`config.mk`:
```
export PLATFORM = sky130hd
export DESIGN_NAME = pulse_frame_rx
export DESIGN_NICKNAME = d
export VERILOG_FILES = /design/src/rtl/pfr_pkg.sv /design/src/rtl/pfr_line_sync.sv /design/src/rtl/pfr_pulse_timer.sv /design/src/rtl/pfr_shifter.sv /design/src/rtl/pulse_frame_rx.sv
export SDC_FILE = /design/constraint.sdc
export NUM_CORES = 1
export LEC_CHECK = 0
export BUFFER_PORTS_ARGS = -buffer_cell sky130_fd_sc_hd__buf_2
export CORE_MARGIN = 1.5
export CORE_UTILIZATION = 25
export CTS_CLUSTER_DIAMETER = 200
export CTS_CLUSTER_SIZE = 30
export DETAILED_ROUTE_END_ITERATION = 6
export GPL_ROUTABILITY_DRIVEN = 0
export PLACE_DENSITY = 0.41
export RECOVER_POWER = 50
export SETUP_SLACK_MARGIN = 0.15
export SLEW_MARGIN = 20
export SYNTH_ARGS = -nofsm -noshare
export SYNTH_HDL_FRONTEND = slang
export SYNTH_HIERARCHICAL = 1
export SYNTH_SLANG_ARGS = --single-unit
```
`constraint.sdc`:
```
create_clock -name clk_i -period 3.95 [get_ports clk_i]
set_clock_uncertainty 0.2 [all_clocks]
set_input_delay 0.1975 -clock clk_i [delete_from_list [all_inputs] [get_ports clk_i]]
set_output_delay 0.1975 -clock clk_i [all_outputs]
set_load 0.005 [all_outputs]
```
`src/rtl/pfr_pkg.sv`:
```
package pfr_pkg;

  typedef enum logic {
    ST_IDLE = 1'b0,
    ST_RECV = 1'b1
  } rx_state_e;

  function automatic int cyc_from_us(input longint hz, input longint us);
    return int'((hz * us) / 64'd1_000_000);
  endfunction

endpackage

```
`src/rtl/pfr_line_sync.sv`:
```
module pfr_line_sync #(
  parameter int STAGES = 2
) (
  input  logic clk_i,
  input  logic rst_ni,
  input  logic line_i,
  output logic line_o,
  output logic fall_o,
  output logic rise_o
);
  logic [STAGES-1:0] sync_q;
  logic              prev_q;

  generate
    if (STAGES == 1) begin : g_one
      always_ff @(posedge clk_i or negedge rst_ni) begin
        if (!rst_ni) sync_q <= '0;
        else         sync_q <= line_i;
      end
    end else begin : g_chain
      always_ff @(posedge clk_i or negedge rst_ni) begin
        if (!rst_ni) sync_q <= '0;
        else         sync_q <= {sync_q[STAGES-2:0], line_i};
      end
    end
  endgenerate

  always_ff @(posedge clk_i or negedge rst_ni) begin
    if (!rst_ni) prev_q <= 1'b0;
    else         prev_q <= sync_q[STAGES-1];
  end

  assign line_o = sync_q[STAGES-1];
  assign fall_o = prev_q & ~sync_q[STAGES-1];
  assign rise_o = ~prev_q & sync_q[STAGES-1];
endmodule

```
`src/rtl/pfr_pulse_timer.sv`:
```
module pfr_pulse_timer #(
  parameter int SAMPLE_CYC  = 75,
  parameter int SYNC_CYC    = 200,
  parameter int TIMEOUT_CYC = 500,
  localparam int CNT_W      = $clog2(TIMEOUT_CYC + 1)
) (
  input  logic clk_i,
  input  logic rst_ni,
  input  logic line_i,
  input  logic fall_i,
  input  logic rise_i,
  output logic sample_o,
  output logic bit_o,
  output logic sync_o,
  output logic tmo_o
);
  logic [CNT_W-1:0] cnt_q;
  logic             pend_q;

  // cycles since last falling edge, saturating
  always_ff @(posedge clk_i or negedge rst_ni) begin
    if (!rst_ni)                                  cnt_q <= '0;
    else if (fall_i)                              cnt_q <= '0;
    else if (cnt_q != CNT_W'(TIMEOUT_CYC))        cnt_q <= cnt_q + 1'b1;
  end

  always_ff @(posedge clk_i or negedge rst_ni) begin
    if (!rst_ni)       pend_q <= 1'b0;
    else if (fall_i)   pend_q <= 1'b1;
    else if (sample_o) pend_q <= 1'b0;
  end

  assign sample_o = pend_q && !fall_i && (cnt_q == CNT_W'(SAMPLE_CYC));
  assign bit_o    = line_i;
  // low length is the count at the rising edge
  assign sync_o   = rise_i && (cnt_q >= CNT_W'(SYNC_CYC));
  assign tmo_o    = !fall_i && (cnt_q == CNT_W'(TIMEOUT_CYC - 1));
endmodule

```
`src/rtl/pfr_shifter.sv`:
```
module pfr_shifter #(
  parameter int NBITS = 96,
  localparam int BCNT_W = $clog2(NBITS + 1)
) (
  input  logic              clk_i,
  input  logic              rst_ni,
  input  logic              clr_i,
  input  logic              shift_i,
  input  logic              bit_i,
  output logic [NBITS-1:0]  shreg_o,
  output logic [BCNT_W-1:0] cnt_o
);
  always_ff @(posedge clk_i or negedge rst_ni) begin
    if (!rst_ni) begin
      shreg_o <= '0;
      cnt_o   <= '0;
    end else if (clr_i) begin
      cnt_o   <= '0;
    end else if (shift_i) begin
      shreg_o <= {shreg_o[NBITS-2:0], bit_i};
      cnt_o   <= cnt_o + 1'b1;
    end
  end
endmodule

```
`src/rtl/pulse_frame_rx.sv`:
```
module pulse_frame_rx
  import pfr_pkg::*;
#(
  parameter int CLK_FREQ_HZ = 50_000_000,
  parameter int SAMPLE_US   = 750,
  parameter int SYNC_US     = 2000,
  parameter int TIMEOUT_US  = 5000,
  parameter int NBYTES      = 12,
  parameter int SYNC_STAGES = 2,
  localparam int NBITS      = 8 * NBYTES
) (
  input  logic             clk_i,
  input  logic             rst_ni,
  input  logic             line_i,
  output logic             frame_valid_o,
  output logic [NBITS-1:0] frame_data_o,
  output logic             frame_err_o
);
  localparam int SAMPLE_CYC  = cyc_from_us(CLK_FREQ_HZ, SAMPLE_US);
  localparam int SYNC_CYC    = cyc_from_us(CLK_FREQ_HZ, SYNC_US);
  localparam int TIMEOUT_CYC = cyc_from_us(CLK_FREQ_HZ, TIMEOUT_US);
  localparam int BCNT_W      = $clog2(NBITS + 1);

  logic line_s, fall, rise;
  logic sample, bit_v, sync_det, tmo;
  logic shift, clr;
  logic [NBITS-1:0]  shreg, assembled, data_d;
  logic [BCNT_W-1:0] bit_cnt;
  logic last_bit;
  rx_state_e state_q;

  pfr_line_sync #(.STAGES(SYNC_STAGES)) u_sync (
    .clk_i (clk_i),
    .rst_ni(rst_ni),
    .line_i(line_i),
    .line_o(line_s),
    .fall_o(fall),
    .rise_o(rise)
  );

  pfr_pulse_timer #(
    .SAMPLE_CYC (SAMPLE_CYC),
    .SYNC_CYC   (SYNC_CYC),
    .TIMEOUT_CYC(TIMEOUT_CYC)
  ) u_timer (
    .clk_i   (clk_i),
    .rst_ni  (rst_ni),
    .line_i  (line_s),
    .fall_i  (fall),
    .rise_i  (rise),
    .sample_o(sample),
    .bit_o   (bit_v),
    .sync_o  (sync_det),
    .tmo_o   (tmo)
  );

  assign clr   = sync_det;
  assign shift = sample && (state_q == ST_RECV) && !sync_det;

  pfr_shifter #(.NBITS(NBITS)) u_shift (
    .clk_i  (clk_i),
    .rst_ni (rst_ni),
    .clr_i  (clr),
    .shift_i(shift),
    .bit_i  (bit_v),
    .shreg_o(shreg),
    .cnt_o  (bit_cnt)
  );

  assign last_bit  = shift && (bit_cnt == BCNT_W'(NBITS - 1));
  assign assembled = {shreg[NBITS-2:0], bit_v};

  // first received byte lands in the lowest lane
  for (genvar k = 0; k < NBYTES; k++) begin : g_lane
    assign data_d[8*k +: 8] = assembled[NBITS-1-8*k -: 8];
  end

  always_ff @(posedge clk_i or negedge rst_ni) begin
    if (!rst_ni) begin
      state_q       <= ST_IDLE;
      frame_valid_o <= 1'b0;
      frame_err_o   <= 1'b0;
      frame_data_o  <= '0;
    end else begin
      frame_valid_o <= 1'b0;
      frame_err_o   <= 1'b0;
      if (sync_det) begin
        state_q <= ST_RECV;
      end else if (state_q == ST_RECV) begin
        if (last_bit) begin
          state_q       <= ST_IDLE;
          frame_valid_o <= 1'b1;
          frame_data_o  <= data_d;
        end else if (tmo && bit_cnt != '0) begin
          state_q     <= ST_IDLE;
          frame_err_o <= 1'b1;
        end
      end
    end
  end
endmodule

```
# After elaboration in Yosys (flattened, before gate mapping)

Cells that the tools add are included.

Logic and storage cells: 55
Register bits after elaboration: 223
Bits of input ports: 3

Order comparisons: 1
Bitwise logic cells: 5
Reduce and logical (&&, ||, !) cells: 16
Equal/unequal tests: 4
Add/sub/neg operators: 2
Muxes and demuxes: 17

Operator list:

| operator                                                             | number |
|---|---|
| two-way mux 18 bit                                                   | 2 |
| adder 18 x 1 -> 18 bit (second input constant)                       | 1 |
| == test 18 x 16 -> 1 bit (second input constant)                     | 1 |
| == test 18 bit (second input constant)                               | 1 |
| greater-or-equal comparator 18 x 17 -> 1 bit (second input constant) | 1 |
| inequality test 18 bit (second input constant)                       | 1 |
| two-way mux 7 bit                                                    | 2 |
| two-way mux 1 bit                                                    | 13 |
| logical AND 1 bit                                                    | 8 |
| adder 7 x 1 -> 7 bit (second input constant)                         | 1 |
| == test 7 bit (second input constant)                                | 1 |
| nonzero test 7 bit                                                   | 1 |
| nonzero test 2 bit                                                   | 3 |
| NOT 1 bit                                                            | 3 |
| AND reduction 3 bit                                                  | 1 |
| bitwise AND 1 bit                                                    | 2 |
| logical NOT 1 bit                                                    | 2 |
| AND reduction 2 bit                                                  | 1 |

# Depth between registers and ports, before layout

Depth in word-level cells: 11
Depth in mapped cells: 14
Mapped depth without buffers: 11

# Cells and area by module

The synthesis kept the hierarchy.

Modules (own cells, without submodules):

| module          | cells each | instances | area each (um^2) |
|---|---|---|---|
| pfr_shifter     | 236        | 1         | 4,111.4 |
| pulse_frame_rx  | 216        | 1         | 3,717.3 |
| pfr_pulse_timer | 120        | 1         | 1,109.8 |
| pfr_line_sync   | 5          | 1         | 90.1 |

# Worst setup path after synthesis

No wires, ideal clock.

Path kind: register -> register
From: register u_timer.cnt_q[10]
To: register u_shift.shreg_o[44]
Arrival time: 3.112 ns
Stages on the path, launching flop included: 13
Path buffers: 4
Slack: 0.513 ns
Cells stage by stage: dfrtp_1 or4_4 or2_4 or4_4 nor3b_2 nand3b_4 inv_1 buf_6 nor2b_4 buf_6 buf_8 buf_12 mux2_4

Cells in the longest elaborated chain, start to end: 5
Elaborated cells between the ends (all ways): 9
Those cells by class: 1 x order compare; 1 x eq/ne; 1 x bitwise; 6 x reduce/logical

Ends and longest elaborated chain:

| what                                 | RTL line              | RTL |
|---|---|---|
| start, declared                      | pfr_pulse_timer.sv:17 | `logic [CNT_W-1:0] cnt_q;` |
| start signal, assigned               | pfr_pulse_timer.sv:24 | `else if (cnt_q != CNT_W'(TIMEOUT_CYC)) cnt_q <= cnt_q + 1'b1;` |
| == test 18 x 16 -> 1 bit             | pfr_pulse_timer.sv:33 | `assign sample_o = pend_q && !fall_i && (cnt_q == CNT_W'(SAMPLE_CYC));` |
| logical AND 1 bit                    | pfr_pulse_timer.sv:33 |  |
| via sample                           | pulse_frame_rx.sv:25  | `logic sample, bit_v, sync_det, tmo;` |
| logical AND 1 bit (2 in a row)       | pulse_frame_rx.sv:58  | `assign shift = sample && (state_q == ST_RECV) && !sync_det;` |
| via shift                            | pulse_frame_rx.sv:26  | `logic shift, clr;` |
| AND reduction 2 bit (no source line) | -                     |  |
| end signal, assigned                 | pfr_shifter.sv:20     | `shreg_o <= {shreg_o[NBITS-2:0], bit_i};` |
| end, declared                        | pfr_shifter.sv:10     | `output logic [NBITS-1:0] shreg_o,` |

The timed path passes the listed nets, and every way through them passes these cells.
A chain may end at the register's enable or synchronous reset.

# Final worst setup path

From: register u_timer.cnt_q[10]
To: register frame_data_o[37]

Cells in the longest elaborated chain, start to end: 6
Elaborated cells between the ends (all ways): 10
Those cells by class: 1 x order compare; 1 x eq/ne; 1 x bitwise; 7 x reduce/logical

Ends and longest elaborated chain:

| what                                 | RTL line              | RTL |
|---|---|---|
| == test 18 x 16 -> 1 bit             | pfr_pulse_timer.sv:33 |  |
| logical AND 1 bit                    | pfr_pulse_timer.sv:33 |  |
| via sample                           | pulse_frame_rx.sv:25  |  |
| logical AND 1 bit (2 in a row)       | pulse_frame_rx.sv:58  |  |
| logical AND 1 bit                    | pulse_frame_rx.sv:70  | `assign last_bit = shift && (bit_cnt == BCNT_W'(NBITS - 1));` |
| AND reduction 3 bit (no source line) | -                     |  |
| end signal, assigned                 | pulse_frame_rx.sv:93  | `frame_data_o <= data_d;` |
| end, declared                        | pulse_frame_rx.sv:16  | `output logic [NBITS-1:0] frame_data_o,` |

The timed path passes the listed nets, and every way through them passes these cells.

==> metrics.yaml <==
run_status:
  status: "complete, but fails checks"
  violations: "max-capacitance violations, max-slew violations"
timing:
  worst_hold_slack_ns: 0.164
  tightest_slew_ns: 2.96
  fmax_mhz: 279
  setup-violations-final: 0
  drv_slew: 119
  slew_headroom: -0.972
  period_needed_ns: 3.59
  fin_crit_sh: 0.909
  hold_viol_final: 0
  rsz0062_at_grt: "false"
  fin_tns_setup_ns: 0
power_and_ir_drop:
  p_int_mw: 2.85
  p_per_area_nw_per_um2: 361
  seq_power_share: 0.632
  comb_power_share: 0.025
  peakVddDrop_mv: 0.207
  leakage_nw: 4.92
  pwr-share-clk: 0.342
  switching_share: 0.227
  design_power_total_mw: 3.68
  power_switching_mw: 0.835
routing:
  wirelength_um: 17600
  avgViaCountPerCell: 4.29
  final_antenna_net_count: 0
  wl_per_cell_um: 15.6
  first_pass_iters: 4
  vias: 4860
  drtIter0Drc: 129
  drc: 0
synth:
  synth_nets: 581
  ys.warnings.count: 6
  avgSynthCellArea_um2: 15.6
  synth.cell_area_um2: 8990
  synth_cells: 575
placed_design:
  dp_cells: 1120
  port_buffers: 100
  dp_hpwl_um: 11300
grt:
  grt_overflow: 0
  grt_usage: 0.0967
  grt_max_degree: 120
  antenna_found_initial: 0
  grt_pass1_vias: 5129
  grt_pass1_wl_um: 28900
floorplan:
  die_y_um: 193
  num_rows: 69
  core_um2: 35500
  dieArea_um2: 37100
  start_util: 0.253
  pin_count: 101
  fp.dieW_um: 193
worst_setup_path:
  startpoint_type: "flop"
  reg2reg_from: "u_timer/cnt_q[10]$_DFFE_PN0P_"
  end_kind: "flop"
  reg2regPathDepth: 8
  arrival_ns: 3.75
  path_max_fanout: 53
  r2r-end: "frame_data_o[37]$_DFFE_PN0P_"
  rrSetupSlack_ns: 0.36
  critical_path_class: "flop to flop"
  required_ns: 4.11
clock_tree:
  cts_buffers: 11
  clk_latency_ns: 0.47
  cts_tree: "done"
  clockBufferDepth: 3
  root_buffer: "clkbuf_16"
  cts.htree.levels: 1
  numClockSinks: 223
  clk_pin_slew_worst_paths_ns: 0.11
min_path:
  hold_end: "u_sync/sync_q[1]$_DFF_PN0_"
  whs_path_depth: 0
  min_from: "u_sync/sync_q[0]$_DFF_PN0_"
  min_path_type: "flop to flop"
final_layout:
  drive_gt1_frac: 0.334
  fill_cells: 3579
  nets: 680
  layout.cells.non_filler: 1134
  syn2layout_area_growth_pct: 13.5
  diodes: 0
job:
  cap_violations: 1
-- cell type report --
class | count | area (µm²) | area share
timing repair buffer | 113 | 571 | 0.0559
clock buffer | 11 | 275 | 0.0270
multi-input combinational | 319 | 3160 | 0.310
clock inverter | 1 | 20.0 | 0.00196
sequential | 223 | 5580 | 0.547
inverter | 6 | 22.5 | 0.00221
tap | 461 | 577 | 0.0565
-- repair_timing --
action	in CTS	in global routing
buffers inserted	0	0
gates resized for setup	0	0
hold endpoints to repair	117	0
hold buffers	2	0
setup endpoints to repair	0	0
-- power by group through the flow --
stage | Combinational, mW | Clock (mW) | Sequential, mW
floorplan | 0.0365 | 0 | 2.37
global placement | 0.0943 | 0 | 2.37
detailed placement | 0.0984 | 0 | 2.37
CTS | 0.100 | 1.37 | 2.33
global route | 0.111 | 1.43 | 2.33
finish | 0.0924 | 1.26 | 2.33
-- critical path, cell delays in order, from the launching register on --
cell	delay (ns)
dfrtp_1	0.47
or4_4	0.54
or2_4	0.28
or4_4	0.55
nor3b_2	0.28
nand3b_4	0.13
nor3_4	0.30
buf_12	0.34
mux2_2	0.38
-- metrics by stage --
step / util / worst slack, ns / instance area, µm²
floorplan: - / 0.518 / 8990
global placement: 0.282 / 0.424 / 10000
detailed placement: 0.282 / 0.371 / 10000
CTS: 0.291 / 0.340 / 10300
global route: 0.288 / 0.164 / 10200
finish: 0.288 / 0.361 / 10200
-- registers in the layout (all words and copies together), names as in the netlist --
register / cells
u_sync/prev_q: 1
u_timer/pend_q: 1
frame_valid_o: 1
frame_data_o: 96
state_q: 1
u_shift/shreg_o: 95
frame_err_o: 1
u_sync/sync_q: 2
u_timer/cnt_q: 18
u_shift/cnt_o: 7
-- worst max path at each step --
| stage | slack [ns] | depth (start not counted) | end | start |
|---|---|---|---|---|
| final | 0.36 | 8 | frame_data_o[37]$_DFFE_PN0P_ | u_timer/cnt_q[10]$_DFFE_PN0P_ |
| after global routing | 0.16 | 2 | u_sync/sync_q[0]$_DFF_PN0_ | rst_ni |
| after CTS | 0.34 | 8 | frame_data_o[37]$_DFFE_PN0P_ | u_timer/cnt_q[10]$_DFFE_PN0P_ |
| after detailed placement | 0.37 | 8 | frame_data_o[16]$_DFFE_PN0P_ | u_timer/cnt_q[10]$_DFFE_PN0P_ |
| after global placement | 0.42 | 9 | u_shift/shreg_o[92]$_DFFE_PN0P_ | u_timer/cnt_q[10]$_DFFE_PN0P_ |
| after floorplan | 0.52 | 12 | u_shift/shreg_o[44]$_DFFE_PN0P_ | u_timer/cnt_q[10]$_DFFE_PN0P_ |
-- routing by layer --
metal | vias up | wire length [µm] | global-route usage
met5 | - | 0 | 0
met1 | 2518 | 8300 | 0.131
met3 | 21 | 811 | 0.0171
met4 | 0 | 399 | 0.0289
li1 | 2232 | - | -
met2 | 89 | 8130 | 0.158
-- cells in the final DEF, fill, tap and decap left out, types with 6 or more instances in the layout --
| cell type | n |
|---|---|
| nand2_1 | 9 |
| nand3_1 | 13 |
| xnor2_1 | 10 |
| clkbuf_1 | 74 |
| buf_2 | 26 |
| mux2_1 | 29 |
| mux2_2 | 123 |
| mux2_4 | 40 |
| dfrtp_1 | 223 |
| inv_1 | 6 |
| a21oi_1 | 6 |
| nor2_1 | 22 |
| clkbuf_16 | 11 |
Note: power is estimated with default switching activity, not from simulation.
